===== src/rtl/lb_port_pkg.sv =====
// Package: shared loopback code and decoded control for the port router.
// Assumes a 2-bit code; the decode is used by the mode register only.
package lb_port_pkg;

    typedef enum logic [1:0] {
        LB_NONE   = 2'd0,
        LB_ANALOG = 2'd1,
        LB_LINE   = 2'd2,
        LB_DIAG   = 2'd3
    } lb_code_e;

    typedef struct packed {
        logic alb;   // analog loop requested
        logic llb;   // line loop active
        logic dlb;   // diagnostic loop active
        logic ais;   // AIS replaces encoder output on the line
    } lb_ctl_t;

    localparam lb_ctl_t LB_CTL_RESET = '{alb: 1'b0, llb: 1'b0, dlb: 1'b0, ais: 1'b0};

    // Turns the raw selects into one-hot-ish path controls.
    function automatic lb_ctl_t lb_decode(input logic [1:0] code,
                                          input logic ais_req,
                                          input logic llb_req);
        lb_ctl_t c;
        c.alb = (code == LB_ANALOG);
        c.llb = (code == LB_LINE) || llb_req;
        c.dlb = (code == LB_DIAG);
        c.ais = c.dlb && !c.llb && ais_req;
        return c;
    endfunction

endpackage


===== src/rtl/lb_mode_reg.sv =====
// Module: lb_mode_reg
// Captures the loopback selects on clk and holds the decoded controls.
// Assumes the selects are synchronous to clk; outputs change only on an edge.
module lb_mode_reg
    import lb_port_pkg::*;
(
    input  logic        clk,
    input  logic        rst_n,
    input  logic [1:0]  code_in,
    input  logic        ais_req,
    input  logic        llb_req,
    output lb_ctl_t     ctl
);

    // Registers the decoded mode so muxes switch only at a clock edge.
    always_ff @(posedge clk) begin
        if (!rst_n) ctl <= LB_CTL_RESET;
        else        ctl <= lb_decode(code_in, ais_req, llb_req);
    end

    // the held mode reflects the selects seen at the previous edge
    a_r9_registered_code: assert property (@(posedge clk) disable iff (!rst_n)
        $past(rst_n) |-> (ctl.dlb == ($past(code_in) == LB_DIAG)) &&
                          (ctl.alb == ($past(code_in) == LB_ANALOG)));

    // analog request never coexists with diagnostic loop
    a_r3_alb_exclusive: assert property (@(posedge clk) disable iff (!rst_n)
        ctl.alb |-> !ctl.dlb);

endmodule


===== src/rtl/lb_line_mux.sv =====
// Module: lb_line_mux
// Chooses the line-side transmit clock and rails: raw receive (line loop),
// AIS pattern or encoder output. AIS and encoder both ride on tx_clk.
module lb_line_mux #(
    parameter int RAIL_W = 1
) (
    input  logic              sel_raw,
    input  logic              sel_ais,
    input  logic              rx_clk,
    input  logic [RAIL_W-1:0] rx_pos,
    input  logic [RAIL_W-1:0] rx_neg,
    input  logic              tx_clk,
    input  logic [RAIL_W-1:0] enc_pos,
    input  logic [RAIL_W-1:0] enc_neg,
    input  logic [RAIL_W-1:0] ais_pos,
    input  logic [RAIL_W-1:0] ais_neg,
    output logic              o_clk,
    output logic [RAIL_W-1:0] o_pos,
    output logic [RAIL_W-1:0] o_neg
);

    // Priority: line loop first, then AIS, else encoded transmit data.
    always_comb begin
        if (sel_raw) begin
            o_clk = rx_clk;
            o_pos = rx_pos;
            o_neg = rx_neg;
        end else if (sel_ais) begin
            o_clk = tx_clk;
            o_pos = ais_pos;
            o_neg = ais_neg;
        end else begin
            o_clk = tx_clk;
            o_pos = enc_pos;
            o_neg = enc_neg;
        end
    end

endmodule


===== src/rtl/lb_sys_mux.sv =====
// Module: lb_sys_mux
// Chooses the system-side receive clock and rails: transmit inputs looped
// locally (diagnostic) or recovered clock with decoder outputs.
module lb_sys_mux #(
    parameter int RAIL_W = 1
) (
    input  logic              sel_local,
    input  logic              rx_clk,
    input  logic [RAIL_W-1:0] dec_d0,
    input  logic [RAIL_W-1:0] dec_d1,
    input  logic              tx_clk,
    input  logic [RAIL_W-1:0] tx_d0,
    input  logic [RAIL_W-1:0] tx_d1,
    output logic              o_clk,
    output logic [RAIL_W-1:0] o_d0,
    output logic [RAIL_W-1:0] o_d1
);

    // Local loop feeds transmit straight back; otherwise pass the receiver.
    always_comb begin
        o_clk = sel_local ? tx_clk : rx_clk;
        o_d0  = sel_local ? tx_d0  : dec_d0;
        o_d1  = sel_local ? tx_d1  : dec_d1;
    end

endmodule


===== src/rtl/lb_port_router.sv =====
// Module: lb_port_router (top)
// Routes one port's clock and rails among normal, analog, line, diagnostic
// and combined loopbacks. Mode selects are registered on clk; data paths are
// combinational muxes driven by the held mode. Assumes the codec, analog
// front end and clock recovery sit outside.
module lb_port_router
    import lb_port_pkg::*;
#(
    parameter int RAIL_W = 1
) (
    input  logic              clk,
    input  logic              rst_n,
    input  logic [1:0]        lb_code,
    input  logic              ais_on,
    input  logic              llb_on,
    input  logic              rx_clk,
    input  logic [RAIL_W-1:0] rx_pos,
    input  logic [RAIL_W-1:0] rx_neg,
    input  logic [RAIL_W-1:0] dec_d0,
    input  logic [RAIL_W-1:0] dec_d1,
    input  logic              tx_clk,
    input  logic [RAIL_W-1:0] tx_d0,
    input  logic [RAIL_W-1:0] tx_d1,
    input  logic [RAIL_W-1:0] enc_pos,
    input  logic [RAIL_W-1:0] enc_neg,
    input  logic [RAIL_W-1:0] ais_pos,
    input  logic [RAIL_W-1:0] ais_neg,
    output logic              line_clk,
    output logic [RAIL_W-1:0] line_pos,
    output logic [RAIL_W-1:0] line_neg,
    output logic              sys_clk,
    output logic [RAIL_W-1:0] sys_d0,
    output logic [RAIL_W-1:0] sys_d1,
    output logic              alb_en
);

    lb_ctl_t ctl;

    lb_mode_reg u_mode (
        .clk     (clk),
        .rst_n   (rst_n),
        .code_in (lb_code),
        .ais_req (ais_on),
        .llb_req (llb_on),
        .ctl     (ctl)
    );

    lb_line_mux #(.RAIL_W(RAIL_W)) u_line (
        .sel_raw (ctl.llb),
        .sel_ais (ctl.ais),
        .rx_clk  (rx_clk),
        .rx_pos  (rx_pos),
        .rx_neg  (rx_neg),
        .tx_clk  (tx_clk),
        .enc_pos (enc_pos),
        .enc_neg (enc_neg),
        .ais_pos (ais_pos),
        .ais_neg (ais_neg),
        .o_clk   (line_clk),
        .o_pos   (line_pos),
        .o_neg   (line_neg)
    );

    lb_sys_mux #(.RAIL_W(RAIL_W)) u_sys (
        .sel_local (ctl.dlb),
        .rx_clk    (rx_clk),
        .dec_d0    (dec_d0),
        .dec_d1    (dec_d1),
        .tx_clk    (tx_clk),
        .tx_d0     (tx_d0),
        .tx_d1     (tx_d1),
        .o_clk     (sys_clk),
        .o_d0      (sys_d0),
        .o_d1      (sys_d1)
    );

    // Drives the analog loop request from the held mode.
    assign alb_en = ctl.alb;

    // line loop copies raw rails, not decoder output
    a_r4_raw_line: assert property (@(posedge clk) disable iff (!rst_n)
        ($past(rst_n) && ($past(lb_code) == LB_LINE)) |->
            (line_pos == rx_pos) && (line_neg == rx_neg) && (sys_d0 == dec_d0));

    // diagnostic loop returns transmit rails to the system side
    a_r5_diag_local: assert property (@(posedge clk) disable iff (!rst_n)
        ($past(rst_n) && ($past(lb_code) == LB_DIAG)) |->
            (sys_d0 == tx_d0) && (sys_d1 == tx_d1));

    // combined mode loops both directions
    a_r7_combined: assert property (@(posedge clk) disable iff (!rst_n)
        ($past(rst_n) && ($past(lb_code) == LB_DIAG) && $past(llb_on)) |->
            (line_pos == rx_pos) && (sys_d1 == tx_d1));

    // analog request leaves the line output on the encoder
    a_r3_analog_line: assert property (@(posedge clk) disable iff (!rst_n)
        (alb_en && !ctl.llb) |-> (line_pos == enc_pos) && (line_neg == enc_neg));

endmodule


===== config.mk =====
export PLATFORM = sky130hd
export DESIGN_NAME = lb_port_router
export DESIGN_NICKNAME = d
export VERILOG_FILES = /design/src/rtl/lb_port_pkg.sv /design/src/rtl/lb_mode_reg.sv /design/src/rtl/lb_line_mux.sv /design/src/rtl/lb_sys_mux.sv /design/src/rtl/lb_port_router.sv
export SDC_FILE = /design/constraint.sdc
export NUM_CORES = 1
export LEC_CHECK = 0
export BUFFER_PORTS_ARGS = -buffer_cell sky130_fd_sc_hd__buf_2
export CORE_AREA = 5 5 42 44
export DETAILED_ROUTE_END_ITERATION = 12
export DIE_AREA = 0 0 47 49
export PLACE_DENSITY = 0.47
export SYNTH_ARGS = -nofsm -noshare
export SYNTH_HDL_FRONTEND = slang
export SYNTH_SLANG_ARGS = --single-unit
export TNS_END_PERCENT = 5

===== constraint.sdc =====
create_clock -name clk -period 1.5 [get_ports clk]
set_input_delay 0.15 -clock clk [delete_from_list [all_inputs] [get_ports clk]]
set_output_delay 0.15 -clock clk [all_outputs]
set_load 0.05 [all_outputs]

==> reports/results.md, run 1 <==
| Result | Value | Unit |
|:---|:---|:---|
| Outcome | completed | - |
| Area overhead of the layout relative to synthesis | 81.8 | % |
| Largest net degree at the start of global routing | 6 | - |
| Number of fill cells | 167 | - |
| Minimum period implied by the final worst setup slack | 1.32 | ns |
| Fin. max-slew vios | 0 | - |
| Power density normalized to cell area | 1010 | nW/µm² |
| Biggest registers after layout | u_mode.ctl x4 | - |
| Final Cycle Share | 88.1 | % |
| Post-CTS setup buffer count | 0 | - |
| Worst path slowest cell | dfxtp_1 | - |
| Crit path kind | flop to primary output | - |
| Register bit count reported by yosys | 4 | - |
| Dominant combinational cell family by area after synthesis | multiplexers | - |
| Measured slew at the worst slew-check pin | 0.264 | ns |
| Final wirelength | 669 | µm |
| Data arrival at the endpoint of the critical path | 1.17 | ns |
| Clk slew on worst S/H paths | 0.04 | ns |
| Number of stages on the worst hold path | 2 | - |
| GRT overflow | 0 | - |
| Antenna violations before repair | 0 | - |
| Core area | 1400 | µm² |
| Max reg flops | 4 | - |
| Max incr delay on CP | 0.39 | ns |
| Area share of the largest cell type after synthesis | 40.3 | % |
| Post-synthesis mux area share | 32.7 | % |
| Cell row count | 14 | - |
| DIE AREA | 2300 | µm² |
| Root Driver | clkbuf_4 | - |
| Commonest non-fill, non-tap cells in the layout | buf_2 (24), mux2_1 (4), dfxtp_1 (4), nand2_1 (3), clkbuf_4 (3) | - |
| Cell types with the largest area share after synthesis | dfxtp_1 (40%), mux2_1 (23%), mux2i_1 (10%) | - |
| Mapped Cells | 20 | - |
| DRC errors left | 0 | - |
| # resized after CTS | 0 | - |
| Die width | 47 | µm |
| Routed vias/inst | 4.08 | - |
| Register name with the most flops | u_mode.ctl | - |
| CTS tree | yes | - |
| H-tree depth reported by CTS | 1 | - |
| Worst Path Required | 1.35 | ns |
| Clock sinks | 4 | - |
| Yosys cell types | 10 | - |
| Starting utilization of the core area | 14.2 | % |
| Boundary pin count | 25 | - |
| Number of routed nets with antenna violations | 0 | - |
| Via count of the first global-routing pass | 265 | - |
| Count of buffers from port buffering | 24 | - |
| Path class of the lowest-slack min-delay path | input port to flop | - |
| Total via count in the routed design | 257 | - |
| Cell taking the most area after synthesis | dfxtp_1 | - |
| Critical Path Start | u_mode.ctl[2]$_SDFF_PN0_ | - |
| Detailed-routing iteration count for the pre-antenna-repair pass | 1 | - |
| Drt wl/cell | 10.6 | µm |
| Maximum operating frequency | 0.757 | GHz |
| WHS | 0.0862 | ns |
| Static leakage power | 0.190 | nW |
| Post-synthesis share of cell area spent on full adders, half adders and majority gates | 0 | % |
| Final-layout setup total negative slack | 0 | ns |
| Maximum count of clock buffers along a single path | 2 | - |
| Total of hold buffers inserted after clock tree synthesis | 0 | - |
| Cell Area, Synth | 199 | µm² |
| Synth Area in Simple Gates | 18.2 | % |
| Antenna Diode Count | 0 | - |
| Area fraction in compound gates after synthesis | 8.81 | % |
| Sort of element at the end of the critical path | primary output | - |
| Number of DRC markers after the initial detailed-route iteration | 0 | - |
| Cell Chain, Critical Path | mux2_1 > buf_2 | - |
| TritonCTS buffer count | 3 | - |
| Most common cell after layout, fill and taps aside | buf_2 | - |
| Overall track demand over capacity in global routing | 6.48 | % |
| Final-stage net count | 67 | - |
| Hold Vio Cnt, Final | 0 | - |
| Synthesized netlist net count | 38 | - |
| Final-report setup violation count | 0 | - |
| Hold path startpoint | lb_code[1] | - |
| First-pass GRT wire length | 993 | µm |
| Largest fanout on the critical path | 5 | - |
| Xor and xnor area share after synthesis | 0 | % |
| Part of the Yosys area used for sequential elements | 40.3 | % |
| Total number of yosys warnings | 0 | - |
| Average cell area after synthesis | 9.95 | µm² |
| Share of final-layout standard cells stronger than drive strength 1 | 57.4 | % |
| Max-slew headroom | 82.5 | % |
| Max capacitance violation total | 0 | - |
| Setup repair after global routing missed its margin | no | - |
| RD Place Congestion | 0.701 | - |
| Startpoint type of the worst setup path | flop | - |
| Max IR drop VDD | 379 | µV |
| Chip Height | 49 | µm |
## through the flow
step                      instance area (µm²)  utilization, %  setup WS, ns  cells  power [W]
after CTS                                 362            25.8         0.160     63   0.000375
after global routing                      362            25.8         0.111     63   0.000385
after floorplan                           199               -         0.218     20   0.000185
after detailed placement                  339            24.2         0.426     60   0.000225
after global placement                    339            24.2         0.446     60   0.000225
final                                     362            25.8         0.179     63   0.000366
## cells by family (layout without fill, tap and decap cells)
group / count (synthesis) / in the layout
flops: 4 / 4
compound gates: 3 / 3
mux: 6 / 6
buf+inv: 0 / 27
simple gates: 7 / 7
## final timing paths
check / to
max: line_clk
min: u_mode.ctl[3]$_SDFF_PN0_
## where the power goes
group	switching, W	internal (W)	total, W
Clock	0.0000538	0.0000902	0.000144
Sequential	0.00000401	0.000111	0.000115
Combinational	0.0000706	0.0000364	0.000107
Total	0.000128	0.000238	0.000366
## per-layer routing
| layer | vias up | part of all wire [%] | global-route usage, % |
|---|---|---|---|
| li1 | 126 | - | - |
| met1 | 104 | 36 | 6.37 |
| met2 | 25 | 31 | 7.24 |
| met3 | 2 | 30 | 5.90 |
| met4 | 0 | 2.8 | 6.91 |
| met5 | - | 0 | 0 |
## cell usage after synthesis
master / number
nor2_1: 1
o21a_1: 1
nor2b_1: 1
and3b_1: 1
mux2_1: 4
mux2i_1: 2
and3_1: 1
dfxtp_1: 4
o21ai_1: 2
nand2_1: 3
## worst max-delay path, delay by kind of cell (launching register included)
| kind | cells | cell delay [ns] |
|---|---|---|
| buffers and inverters | 1 | 0.21 |
| DFF | 1 | 0.39 |
| muxes | 1 | 0.33 |
## layout make-up
cell class / instances / area (µm²) / share of cell area (%)
Sequential cell: 4 / 80.1 / 22.1
Clock buffer: 3 / 22.5 / 6.23
Timing Repair Buffer: 24 / 120 / 33.2
Multi-Input combinational cell: 16 / 119 / 32.9
Tap cell: 16 / 20.0 / 5.54
Power figures use the tool's default switching activity.
==> inputs of run 2 (changes only) <==
ABC_AREA = 1   (was unset)
PLACE_DENSITY = 0.5   (was 0.47)
==> reports/results.md, run 2 <==
| Result | Value | Unit | vs previous |
|:---|:---|:---|:---|
| Most common cell after layout, fill and taps aside | buf_2 | - |  |
| Core area | 1400 | µm² | unchanged |
| Measured slew at the worst slew-check pin | 0.256 | ns | -0.00790 ns |
| Detailed-routing iteration count for the pre-antenna-repair pass | 1 | - | unchanged |
| Total of hold buffers inserted after clock tree synthesis | 0 | - | unchanged |
| Total number of yosys warnings | 0 | - | unchanged |
| Yosys cell types | 10 | - | unchanged |
| WHS | 0.125 | ns | +0.0389 ns |
| Top cells by instance count after synthesis | nand2_1 (14), inv_1 (12), dfxtp_1 (4), o21ai_0 (3) | - |  |
| Fin. max-slew vios | 0 | - | unchanged |
| DRC errors left | 0 | - | unchanged |
| Buffers plus inverters on the worst setup path | 2 | - | +1 |
| Max reg flops | 4 | - | unchanged |
| Maximum count of clock buffers along a single path | 2 | - | unchanged |
| Register bit count reported by yosys | 4 | - | unchanged |
| Path class of the lowest-slack min-delay path | input port to flop | - |  |
| Synthesized netlist net count | 59 | - | +55% |
| Maximum operating frequency | 0.822 | GHz | +8.6% |
| Post-CTS setup buffer count | 0 | - | unchanged |
| Cell Area, Synth | 236 | µm² | +19% |
| EDFF count, synth | 0 | - | unchanged |
| Worst path slowest cell | dfxtp_1 | - |  |
| Static leakage power | 0.249 | nW | +31% |
| Mapped Cells | 41 | - | +110% |
| Final Total Pwr | 0.000363 | W | -0.91% |
| Clk slew on worst S/H paths | 0.04 | ns | about the same |
| First-pass GRT wire length | 1.08 | mm | +9.1% |
| Most repeated cell in the gate-level netlist after synthesis | nand2_1 | - |  |
| Overall track demand over capacity in global routing | 6.69 | % | +0.21 points |
| Data arrival at the endpoint of the critical path | 1.07 | ns | -0.10 ns |
| CTS tree | yes | - |  |
| Starting utilization of the core area | 16.9 | % | +2.7 points |
| Critical path depth in cells | 5 | - | +3 |
| Max capacitance violation total | 0 | - | unchanged |
| HPWL after detailed placement | 563 | µm |  |
| Average cell area after synthesis | 5.77 | µm² | -42% |
| Sort of element at the end of the critical path | primary output | - |  |
| Via count of the first global-routing pass | 301 | - | +14% |
| DIE AREA | 2300 | µm² | unchanged |
| Antenna violations before repair | 0 | - | unchanged |
| Number of fill cells | 177 | - | +6.0% |
| Register name with the most flops | u_mode.ctl | - |  |
| Crit path kind | flop to primary output | - |  |
| Cell row count | 14 | - | unchanged |
| Number of stages on the worst hold path | 2 | - | unchanged |
| Routed vias/inst | 3.70 | - | -9.2% |
| Outcome | completed | - |  |
| Worst-case setup slack after placement | 0.523 | ns | +0.0974 ns |
| Max-slew headroom | 83.0 | % | +0.52 points |
| Largest net degree at the start of global routing | 7 | - | +1 |
| Endpoint of the worst hold-timing path | u_mode.ctl[3]$_SDFF_PN0_ | - |  |
| Largest fanout on the critical path | 3 | - | -2 |
| Final-layout setup total negative slack | 0 | ns | unchanged |
| Final-stage net count | 88 | - | +31% |
| Startpoint type of the worst setup path | flop | - |  |
| Root Driver | clkbuf_4 | - |  |
| Hold Vio Cnt, Final | 0 | - | unchanged |
| Clock sinks | 4 | - | unchanged |
| Drt wl/cell | 7.50 | µm | -29% |
| Antenna Diode Count | 0 | - | unchanged |
| Share of final-layout standard cells stronger than drive strength 1 | 41.2 | % | -16 points |
| Worst Path Required | 1.35 | ns | about the same |
| Max IR drop VDD | 279 | µV | -26% |
| Final Cycle Share | 81.1 | % | -7.0 points |
| Cell Chain, Critical Path | inv_1 > nand2_1 > nand3_1 > nand2_1 > buf_2 | - |  |
| Most common cell on crit path | nand2_1 | - |  |
| Biggest registers after layout | u_mode.ctl x4 | - |  |
| Number of routed nets with antenna violations | 0 | - | unchanged |
| Final wirelength | 630 | µm | -5.8% |
| Part of the Yosys area used for sequential elements | 33.9 | % | -6.4 points |
| Area overhead of the layout relative to synthesis | 68.8 | % |  |
| Die width | 47 | µm | unchanged |
| Async set or reset register ratio after synthesis | 0 | % | unchanged |
| Area share of the largest cell type after synthesis | 33.9 | % | -6.4 points |
| Max incr delay on CP | 0.34 | ns | -0.05 ns |
| Chip Height | 49 | µm | unchanged |
| H-tree depth reported by CTS | 1 | - | unchanged |
| Worst setup slack after layout | 0.284 | ns | +0.105 ns |
| Total via count in the routed design | 311 | - | +21% |
| Number of DRC markers after the initial detailed-route iteration | 0 | - | unchanged |
| Placed standard-cell area | 377 | µm² | +11% |
| Cell taking the most area after synthesis | dfxtp_1 | - |  |
| Summed area of non-filler cells in the final layout | 399 | µm² | +10% |
| GRT overflow | 0 | - | unchanged |
| RD Place Congestion | 0.667 | - | -4.9% |
| Commonest non-fill, non-tap cells in the layout | buf_2 (24), nand2_1 (14), inv_1 (12), dfxtp_1 (4) | - |  |
| Count of buffers from port buffering | 24 | - | unchanged |
| # resized after CTS | 0 | - | unchanged |
| Boundary pin count | 25 | - | unchanged |
| Gate family responsible for the most delay along the worst path | flip-flops | - |  |
| TritonCTS buffer count | 3 | - | unchanged |
| Minimum period implied by the final worst setup slack | 1.22 | ns | -0.105 ns |
| Final-report setup violation count | 0 | - | unchanged |
| Cell types with the largest area share after synthesis | dfxtp_1 (34%), nand2_1 (22%), inv_1 (19%) | - |  |
| Setup repair after global routing missed its margin | no | - |  |
| Prevailing post-synth register cell | dfxtp_1 | - |  |
| Power density normalized to cell area | 909 | nW/µm² | -10% |
| Hold path startpoint | lb_code[1] | - |  |
## run 2: cell types whose count changed after synthesis, moves of 2 or more
cell     before  now
mux2i_1       2    0
nand2_1       3   14
inv_1         0   12
nand3_1       0    2
mux2_1        4    0
o21ai_0       0    3
## run 2: area by class of cell
cell class,count,area (µm²),area share [%]
repair buffers,24,120,30.1
multi-input cells,25,111,27.9
flip-flops and latches,4,80.1,20.1
inverters,12,45.0,11.3
clock buffers,3,22.5,5.64
well taps,16,20.0,5.02
## run 2: report_power, final
group	switching [W]	leakage, nW	internal, W	total [W]
registers	0.00000298	0.0329	0.000111	0.000114
logic	0.0000806	0.202	0.0000356	0.000116
clock network	0.0000429	0.0138	0.0000894	0.000132
## run 2: metrics by stage
step                      util (%)  std cells
after floorplan                  -         41
after global placement        26.9         81
after detailed placement      26.9         81
after CTS                     28.5         84
after global routing          28.5         84
final                         28.5         84
## run 2: worst max-delay path by stage
stage | endpoint | startpoint
after floorplan | sys_clk | u_mode.ctl[1]$_SDFF_PN0_
after global placement | line_pos | u_mode.ctl[0]$_SDFF_PN0_
after detailed placement | line_pos | u_mode.ctl[0]$_SDFF_PN0_
after CTS | line_pos | u_mode.ctl[0]$_SDFF_PN0_
after global routing | sys_d0 | u_mode.ctl[1]$_SDFF_PN0_
final | line_pos | u_mode.ctl[0]$_SDFF_PN0_
## run 2: per-layer routing
metal	track usage (%)	routed length, µm	vias up
met4	6.91	0	0
met2	9.95	329	11
met1	5.93	212	125
li1	-	-	175
met3	3.32	88	0
met5	0	0	-
## run 2: logic make-up (layout without fill, tap and decap cells)
family	count (synthesis)	count (layout)	synth area share (%)
simple gates	20	20	36.5
flops	4	4	33.9
compound gates	5	5	10.6
buf+inv	12	39	19.0
